## src/rtl/spf_pkg.sv

```systemverilog
package spf_pkg;

  // State of one stream buffer
  typedef enum logic [1:0] {
    E_EMPTY = 2'd0,  // never allocated
    E_WANT  = 2'd1,  // line address known, fetch not yet issued
    E_PEND  = 2'd2,  // fetch outstanding at memory
    E_READY = 2'd3   // line held
  } ent_st_t;

  // Controller state
  typedef enum logic [1:0] {
    C_IDLE      = 2'd0,
    C_DEM_ISSUE = 2'd1,
    C_DEM_WAIT  = 2'd2,
    C_BUF_WAIT  = 2'd3
  } ctl_st_t;

endpackage

```

## src/rtl/spf_entry.sv

```systemverilog
module spf_entry
  import spf_pkg::*;
#(
  parameter int AW = 16,
  parameter int DW = 32
) (
  input  logic          clk,
  input  logic          rst_n,
  input  logic          alloc_i,
  input  logic [AW-1:0] alloc_addr_i,
  input  logic          issue_i,
  input  logic          fill_i,
  input  logic [DW-1:0] fill_data_i,
  input  logic          consume_i,
  output ent_st_t       st_o,
  output logic [AW-1:0] addr_o,
  output logic [DW-1:0] data_o
);

  ent_st_t       st_q, st_d;
  logic [AW-1:0] addr_q, addr_d;
  logic [DW-1:0] data_q;
  logic          data_en;

  always_comb begin
    st_d    = st_q;
    addr_d  = addr_q;
    data_en = 1'b0;
    if (alloc_i) begin
      addr_d = alloc_addr_i;
      st_d   = E_WANT;
    end else if (consume_i) begin
      addr_d = addr_q + AW'(1);
      st_d   = E_WANT;
    end else if (fill_i && st_q == E_PEND) begin
      data_en = 1'b1;
      st_d    = E_READY;
    end else if (issue_i) begin
      st_d = E_PEND;
    end
  end

  always_ff @(posedge clk or negedge rst_n) begin
    if (!rst_n) begin
      st_q   <= E_EMPTY;
      addr_q <= '0;
    end else begin
      st_q   <= st_d;
      addr_q <= addr_d;
    end
  end

  always_ff @(posedge clk) begin
    if (data_en) data_q <= fill_data_i;
  end

  // A fill that lands on an outstanding fetch makes the line available
  p_fill_lands_r3: assert property (@(posedge clk) disable iff (!rst_n)
    (fill_i && !alloc_i && !consume_i && st_q == E_PEND) |=> (st_q == E_READY));

  assign st_o   = st_q;
  assign addr_o = addr_q;
  assign data_o = data_q;

endmodule

```

## src/rtl/spf_lru.sv

```systemverilog
module spf_lru #(
  parameter int NBUF = 4,
  parameter int IW   = (NBUF > 1) ? $clog2(NBUF) : 1
) (
  input  logic          clk,
  input  logic          rst_n,
  input  logic          touch_i,
  input  logic [IW-1:0] touch_idx_i,
  output logic [IW-1:0] lru_idx_o
);

  logic [IW-1:0]   rank_q [NBUF];
  logic [IW-1:0]   rank_d [NBUF];
  logic [NBUF-1:0] oldest;

  for (genvar g = 0; g < NBUF; g++) begin : g_rank
    always_comb begin
      rank_d[g] = rank_q[g];
      if (touch_i) begin
        if (IW'(g) == touch_idx_i)                    rank_d[g] = '0;
        else if (rank_q[g] < rank_q[touch_idx_i])     rank_d[g] = rank_q[g] + IW'(1);
      end
    end

    always_ff @(posedge clk or negedge rst_n) begin
      if (!rst_n) rank_q[g] <= IW'(g);
      else        rank_q[g] <= rank_d[g];
    end

    assign oldest[g] = (rank_q[g] == IW'(NBUF - 1));
  end

  always_comb begin
    lru_idx_o = '0;
    for (int i = NBUF - 1; i >= 0; i--) begin
      if (oldest[i]) lru_idx_o = IW'(i);
    end
  end

  // Ranks stay a permutation: exactly one oldest buffer
  p_single_oldest_r8: assert property (@(posedge clk) disable iff (!rst_n)
    $countones(oldest) == 1);

endmodule

```

## src/rtl/spf_prefetcher.sv

```systemverilog
module spf_prefetcher
  import spf_pkg::*;
#(
  parameter int AW   = 16,
  parameter int DW   = 32,
  parameter int NBUF = 4
) (
  input  logic          clk,
  input  logic          rst_n,
  input  logic          miss_valid,
  input  logic [AW-1:0] miss_addr,
  output logic          miss_ready,
  output logic          resp_valid,
  output logic [AW-1:0] resp_addr,
  output logic [DW-1:0] resp_data,
  output logic          mem_req_valid,
  output logic [AW-1:0] mem_req_addr,
  input  logic          mem_req_ready,
  input  logic          mem_rsp_valid,
  input  logic [DW-1:0] mem_rsp_data
);

  localparam int IW = (NBUF > 1) ? $clog2(NBUF) : 1;

  // Buffer entries
  ent_st_t         ent_st   [NBUF];
  logic [AW-1:0]   ent_addr [NBUF];
  logic [DW-1:0]   ent_data [NBUF];
  logic [NBUF-1:0] alloc, issue, fill, consume;
  logic [AW-1:0]   alloc_addr;

  for (genvar g = 0; g < NBUF; g++) begin : g_ent
    spf_entry #(.AW(AW), .DW(DW)) u_ent (
      .clk         (clk),
      .rst_n       (rst_n),
      .alloc_i     (alloc[g]),
      .alloc_addr_i(alloc_addr),
      .issue_i     (issue[g]),
      .fill_i      (fill[g]),
      .fill_data_i (mem_rsp_data),
      .consume_i   (consume[g]),
      .st_o        (ent_st[g]),
      .addr_o      (ent_addr[g]),
      .data_o      (ent_data[g])
    );
  end

  // Replacement order
  logic          touch;
  logic [IW-1:0] touch_idx, lru_idx;

  spf_lru #(.NBUF(NBUF), .IW(IW)) u_lru (
    .clk        (clk),
    .rst_n      (rst_n),
    .touch_i    (touch),
    .touch_idx_i(touch_idx),
    .lru_idx_o  (lru_idx)
  );

  // Lookup: lowest matching buffer, lowest buffer wanting a fetch
  logic          hit_any, want_any;
  logic [IW-1:0] hit_idx, want_idx;

  always_comb begin
    hit_any  = 1'b0;
    hit_idx  = '0;
    want_any = 1'b0;
    want_idx = '0;
    for (int i = NBUF - 1; i >= 0; i--) begin
      if (ent_st[i] != E_EMPTY && ent_addr[i] == miss_addr) begin
        hit_any = 1'b1;
        hit_idx = IW'(i);
      end
      if (ent_st[i] == E_WANT) begin
        want_any = 1'b1;
        want_idx = IW'(i);
      end
    end
  end

  // Controller and memory-port registers
  ctl_st_t       st_q, st_d;
  logic [IW-1:0] wait_q, wait_d;
  logic [AW-1:0] dem_addr_q, dem_addr_d;
  logic          resp_vld_q, resp_vld_d;
  logic [AW-1:0] resp_addr_q, resp_addr_d;
  logic [DW-1:0] resp_data_q, resp_data_d;
  logic          resp_en;
  logic          req_vld_q, req_vld_d;
  logic [AW-1:0] req_addr_q, req_addr_d;
  logic          out_q, out_d;
  logic          own_dem_q, own_dem_d;
  logic [IW-1:0] own_idx_q, own_idx_d;

  logic          port_free, rsp_fire, rsp_pf, rsp_taken;
  logic [IW-1:0] victim;

  assign port_free = !req_vld_q && !out_q;
  assign rsp_fire  = out_q && mem_rsp_valid;
  assign rsp_pf    = rsp_fire && !own_dem_q;
  assign victim    = hit_any ? hit_idx : lru_idx;
  assign alloc_addr = miss_addr + AW'(1);

  always_comb begin
    st_d        = st_q;
    wait_d      = wait_q;
    dem_addr_d  = dem_addr_q;
    resp_vld_d  = 1'b0;
    resp_addr_d = resp_addr_q;
    resp_data_d = resp_data_q;
    resp_en     = 1'b0;
    req_vld_d   = req_vld_q;
    req_addr_d  = req_addr_q;
    out_d       = out_q;
    own_dem_d   = own_dem_q;
    own_idx_d   = own_idx_q;
    alloc       = '0;
    issue       = '0;
    consume     = '0;
    rsp_taken   = 1'b0;
    touch       = 1'b0;
    touch_idx   = hit_idx;

    if (req_vld_q && mem_req_ready) begin
      req_vld_d = 1'b0;
      out_d     = 1'b1;
    end
    if (rsp_fire) out_d = 1'b0;

    unique case (st_q)
      C_IDLE: begin
        if (miss_valid) begin
          touch = 1'b1;
          if (hit_any && ent_st[hit_idx] == E_READY) begin
            resp_en = 1'b1; resp_vld_d = 1'b1;
            resp_addr_d = miss_addr; resp_data_d = ent_data[hit_idx];
            consume[hit_idx] = 1'b1;
          end else if (hit_any && ent_st[hit_idx] == E_PEND) begin
            if (rsp_pf && own_idx_q == hit_idx) begin
              resp_en = 1'b1; resp_vld_d = 1'b1;
              resp_addr_d = miss_addr; resp_data_d = mem_rsp_data;
              consume[hit_idx] = 1'b1;
              rsp_taken = 1'b1;
            end else begin
              wait_d = hit_idx;
              st_d   = C_BUF_WAIT;
            end
          end else begin
            touch_idx     = victim;
            alloc[victim] = 1'b1;
            dem_addr_d    = miss_addr;
            st_d          = C_DEM_ISSUE;
          end
        end else if (port_free && want_any) begin
          issue[want_idx] = 1'b1;
          req_vld_d  = 1'b1;
          req_addr_d = ent_addr[want_idx];
          own_dem_d  = 1'b0;
          own_idx_d  = want_idx;
        end
      end
      C_DEM_ISSUE: begin
        if (port_free) begin
          req_vld_d  = 1'b1;
          req_addr_d = dem_addr_q;
          own_dem_d  = 1'b1;
          st_d       = C_DEM_WAIT;
        end
      end
      C_DEM_WAIT: begin
        if (rsp_fire && own_dem_q) begin
          resp_en = 1'b1; resp_vld_d = 1'b1;
          resp_addr_d = dem_addr_q; resp_data_d = mem_rsp_data;
          st_d = C_IDLE;
        end
      end
      C_BUF_WAIT: begin
        if (rsp_pf && own_idx_q == wait_q) begin
          resp_en = 1'b1; resp_vld_d = 1'b1;
          resp_addr_d = ent_addr[wait_q]; resp_data_d = mem_rsp_data;
          consume[wait_q] = 1'b1;
          rsp_taken = 1'b1;
          st_d = C_IDLE;
        end
      end
      default: st_d = C_IDLE;
    endcase

    fill = '0;
    if (rsp_pf && !rsp_taken) fill[own_idx_q] = 1'b1;
  end

  always_ff @(posedge clk or negedge rst_n) begin
    if (!rst_n) begin
      st_q       <= C_IDLE;
      wait_q     <= '0;
      dem_addr_q <= '0;
      resp_vld_q <= 1'b0;
      req_vld_q  <= 1'b0;
      req_addr_q <= '0;
      out_q      <= 1'b0;
      own_dem_q  <= 1'b0;
      own_idx_q  <= '0;
    end else begin
      st_q       <= st_d;
      wait_q     <= wait_d;
      dem_addr_q <= dem_addr_d;
      resp_vld_q <= resp_vld_d;
      req_vld_q  <= req_vld_d;
      req_addr_q <= req_addr_d;
      out_q      <= out_d;
      own_dem_q  <= own_dem_d;
      own_idx_q  <= own_idx_d;
    end
  end

  always_ff @(posedge clk) begin
    if (resp_en) begin
      resp_addr_q <= resp_addr_d;
      resp_data_q <= resp_data_d;
    end
  end

  assign miss_ready    = (st_q == C_IDLE);
  assign resp_valid    = resp_vld_q;
  assign resp_addr     = resp_addr_q;
  assign resp_data     = resp_data_q;
  assign mem_req_valid = req_vld_q;
  assign mem_req_addr  = req_addr_q;

  // Assertions
  p_no_overlap_r6: assert property (@(posedge clk) disable iff (!rst_n)
    out_q |-> !mem_req_valid);

  p_req_steady_r6: assert property (@(posedge clk) disable iff (!rst_n)
    (mem_req_valid && !mem_req_ready) |=> (mem_req_valid && $stable(mem_req_addr)));

  p_held_line_fast_r4: assert property (@(posedge clk) disable iff (!rst_n)
    (miss_valid && miss_ready && hit_any && ent_st[hit_idx] == E_READY)
      |=> (resp_valid && resp_addr == $past(miss_addr)));

  p_pf_when_quiet_r7: assert property (@(posedge clk) disable iff (!rst_n)
    ($rose(mem_req_valid) && !own_dem_q) |-> ($past(st_q) == C_IDLE && !$past(miss_valid)));

  p_busy_until_done_r9: assert property (@(posedge clk) disable iff (!rst_n)
    (miss_valid && miss_ready && !resp_vld_d) |=> !miss_ready);

endmodule

```

## config.mk

```make
export PLATFORM = sky130hd
export DESIGN_NAME = spf_prefetcher
export DESIGN_NICKNAME = d
export VERILOG_FILES = /design/src/rtl/spf_pkg.sv /design/src/rtl/spf_entry.sv /design/src/rtl/spf_lru.sv /design/src/rtl/spf_prefetcher.sv
export SDC_FILE = /design/constraint.sdc
export NUM_CORES = 1
export LEC_CHECK = 0
export ABC_AREA = 1
export ABC_CLOCK_PERIOD_IN_PS = 7400
export CORE_MARGIN = 2
export CORE_UTILIZATION = 50
export CTS_CLUSTER_DIAMETER = 50
export DETAILED_ROUTE_END_ITERATION = 6
export PLACE_DENSITY = 0.68
export SETUP_SLACK_MARGIN = 0.4
export SLEW_MARGIN = 10
export SYNTH_ARGS = -nofsm -noshare
export SYNTH_HDL_FRONTEND = slang
export SYNTH_SLANG_ARGS = --single-unit
```

## constraint.sdc

```tcl
create_clock -name clk -period 7.4 [get_ports clk]
set_clock_uncertainty 0.15 [all_clocks]
set_input_delay 0.74 -clock clk [delete_from_list [all_inputs] [get_ports clk]]
set_output_delay 0.74 -clock clk [all_outputs]
set_load 0.005 [all_outputs]
```

==> results.md <==
- Dpl hpwl: around 45,000 microns
- Worst-margin pin slew: 1.185 ns
- Net Sw Frac: 0.3946
- CTS buffer count: 37
- Syn avg cell area: between 8 and 9 sq um
- RSZ-0062 raised after global routing: false
- Reg2reg start: g_ent[3].u_ent.addr_o[15]$_DFFE_PN0N_
- Initial antenna violation count: 1
- Fillers: around 3.0k
- Most common cell after layout, fill and taps aside: nand2_1
- Vias in the first global route: roughly 14k
- Min-delay src: mem_req_addr[9]$_DFFE_PN0P_
- GRT Total Usage: 0.3329
- Reg power frac: 0.373
- Pre-antenna DRT Iters: 6
- Area grow syn2layout: 15.60%
- Via density: between 5 and 6
- GPL Wtd Cong: about 1.0
- Nets: 2,237
- Max cap viols: 0
- Min-delay worst type: reg2reg
- Die area: approximately 36,000 sq um
- Starting Density: 0.5104
- CTS clk-pin slew, worst paths: about 0.060 ns
- Period utilisation layout: 0.6753
- CP endpoint kind: flop
- Die Span Y: roughly 190 microns
- Avg WL per Cell: around 22 microns
- PostCTS Resize Cnt: 0
- Synthesized Nets: approximately 2.2k
- Initial DRC count: ~1.8k
- Drt drc: 0
- DR vias: 15.53k
- Setup crit start: miss_addr[14]
- Hold endpoint: mem_req_addr[9]$_DFFE_PN0P_
- Post-route setup TNS: 0 ns
- Slew Limit Fails: 0
- Power Dens Cells: slightly above 300 nW/um^2
- RR Endpoint: g_ent[0].u_ent.data_o[1]$_DFFE_PP_
- Overflow after GRT: 0
- Slew margin rel.: 0.2079
- CP Class: in2reg
- TritonCTS clock tree: built
- Outcome: finished, final reports clean
- Number of setup buffers added after CTS: 0
- Required @ worst endpoint: between 7 and 8 ns
- Clock sinks: ~300
- Root Driver: clkbuf_16
- Final wirelength: roughly 60,000 microns
- Clk_lat worst skew: 0.57 ns
- # IOs: 120
- Most frequent cells in the layout: nand2_1 (719), edfxtp_1 (176), nand3_1 (163), inv_1 (139), nor2_1 (134)
- R2R Setup Slk: ~2.8 ns
- Placed inst area: around 19,000 sq um
- Post-synthesis instance total: ~2.1k
- Highest net fanout along the worst path: 50
- NetSw: around 2400 uW
- Hold path depth: 2
- Longest Clk Path Bufs: 3
- First-pass GRT wire length: 89,050 microns
- Final std cell area, no fill: slightly below 20,000 sq um
- Combinational share of power: 0.329
- Final count of hold timing violations: 0
- P_leak: 0.008455 uW
- Worst vdd ir: ~0.00034 V
- H-tree depth: 2
- Final min period: roughly 5.0 ns
- Clock power frac: 0.297
- Synthesized flop and latch total: just under 300
- Ys Warns: 0
- Synthesized cell area: between 15,000 and 20,000 sq um
- Remaining antenna violation count: 0
- Setup crit start kind: input port
- Total internal power: approximately 3700 uW
- Synth cell types: between 50 and 60
- Rows: 67
- Die width: 189.5 microns
- # setup viols final: 0
- CORE AREA: around 34,000 sq um
- Sequential fraction of the synthesis area: 0.4851
- CP arrival: roughly 5.0 ns
- Largest net degree at the start of global routing: 66
- Fmax achieved: roughly 0.2 GHz
- Share of cells above drive strength 1: 0.07787
- Cells on worst reg2reg path: 17
- I/O Buffers: between 100 and 150
-- sequential cells by signal, summed over array words and instances (netlist names), 2 cells and up --
signal,cells
g_ent.u_ent.data_o,128
g_ent.u_ent.addr_o,64
resp_data,32
dem_addr_q,16
mem_req_addr,16
resp_addr,16
g_ent.u_ent.st_o,8
u_lru.rank_q,8
own_idx_q,2
st_q,2
wait_q,2
-- cell usage after synthesis (all sizes together) --
master / number / share of area
a21boi: 1 / 0.00044
a21oi: 30 / 0.0094
a22oi: 62 / 0.027
a31oi: 1 / 0.00036
and2: 2 / 0.00073
and3b: 1 / 0.00051
buf: 48 / 0.016
clkbuf: 46 / 0.010
clkinv: 5 / 0.0012
dfrtp: 118 / 0.17
dfstp: 4 / 0.0061
edfxtp: 176 / 0.31
ha: 17 / 0.012
inv: 171 / 0.037
mux2: 32 / 0.021
nand2: 735 / 0.17
nand3: 167 / 0.050
nand3b: 7 / 0.0031
nand4: 36 / 0.016
nor2: 144 / 0.032
nor3: 30 / 0.0097
nor3b: 2 / 0.00087
nor4: 8 / 0.0029
o2111ai: 10 / 0.0051
o211ai: 1 / 0.00044
o21ai: 125 / 0.036
o221ai: 33 / 0.017
o22ai: 8 / 0.0029
or2: 1 / 0.00036
or3: 1 / 0.00036
xnor2: 4 / 0.0020
xor2: 66 / 0.034
-- how the worst max path moves through the flow --
stage / endpoint / slack [ns] / cells past startpoint
floorplan: resp_addr[0]$_DFFE_PP_ / 1.11 / 13
global placement: g_ent[0].u_ent.data_o[23]$_DFFE_PP_ / 1.90 / 17
detailed placement: g_ent[0].u_ent.data_o[23]$_DFFE_PP_ / 1.91 / 21
CTS: g_ent[0].u_ent.data_o[3]$_DFFE_PP_ / 2.49 / 21
global route: g_ent[0].u_ent.data_o[1]$_DFFE_PP_ / 2.17 / 21
finish: g_ent[0].u_ent.data_o[1]$_DFFE_PP_ / 2.40 / 16
-- area by class of cell --
| type | instances | area, sq um | area share |
|---|---|---|---|
| repair buffers | 130 | 1277 | 0.06425 |
| diodes | 1 | 2.502 | 0.0001259 |
| clock buffers | 51 | 1028 | 0.05173 |
| well taps | 448 | 560.5 | 0.02819 |
| inverters | 176 | 661.9 | 0.03329 |
| flip-flops and latches | 298 | 8343 | 0.4196 |
| multi-input cells | 1524 | 7780 | 0.3913 |
| clock inverters | 17 | 229.0 | 0.01152 |
-- metrics by stage --
stage	worst slack, ns	cells	hold slack, ns	util	power [uW]
floorplan	1.115	2092	0.2944	-	3532
global placement	1.899	2575	0.3143	0.5523	4256
detailed placement	1.906	2575	0.3156	0.5523	4282
CTS	2.489	2644	0.3319	0.5899	6127
global route	2.171	2645	0.3475	0.5900	6478
finish	2.403	2645	0.3295	0.5900	6150
-- power by group through the flow --
stage | sequential [uW] | clock, uW | combinational (uW)
final | 2290 | 1830 | 2030
after global routing | 2320 | 1910 | 2250
after CTS | 2280 | 1860 | 1990
after detailed placement | 2310 | 0 | 1970
after global placement | 2300 | 0 | 1950
after floorplan | 2180 | 0 | 1360
-- cells by family (layout without fill, tap and decap cells) --
kind of cell,Yosys count,after routing,share of synthesized area
buffers and inverters,270,374,0.06489
and+or+nand+nor,1134,1134,0.2822
DFF,298,298,0.4851
other,0,1,0
xor gates and xnor gates,70,70,0.03565
muxes,32,32,0.02095
adders and majority gates,17,17,0.01237
AOI/OAI and AO/OA,271,271,0.09887
-- routing by layer --
layer,track usage,vias up,part of all wire
met4,0.09094,0,0.022
li1,-,7204,-
met3,0.06265,83,0.10
met1,0.5035,7451,0.44
met5,0,-,0
met2,0.4890,788,0.43
-- timing repair --
item | 4_1_cts | 5_1_grt
hold buffers | 1 | 0
endpoints found under the hold margin | 7 | 0
endpoints found under the setup margin | 0 | 0
-- worst max-delay path, stage by stage --
cell and delay, ns:
clkdlybuf4s50_1 0.80, inv_2 0.15, nand2_1 0.10, nand2_1 0.14, nor3_2 0.25, nand3_1 0.13, nor2_2 0.25, nand2_2 0.12
nand2_4 0.11, nand2_4 0.10, nand2_1 0.22, inv_1 0.13, nand4_2 0.10, buf_4 0.45, nand2_4 0.27, nor2_4 0.90
(Power assumes the default switching activity.)
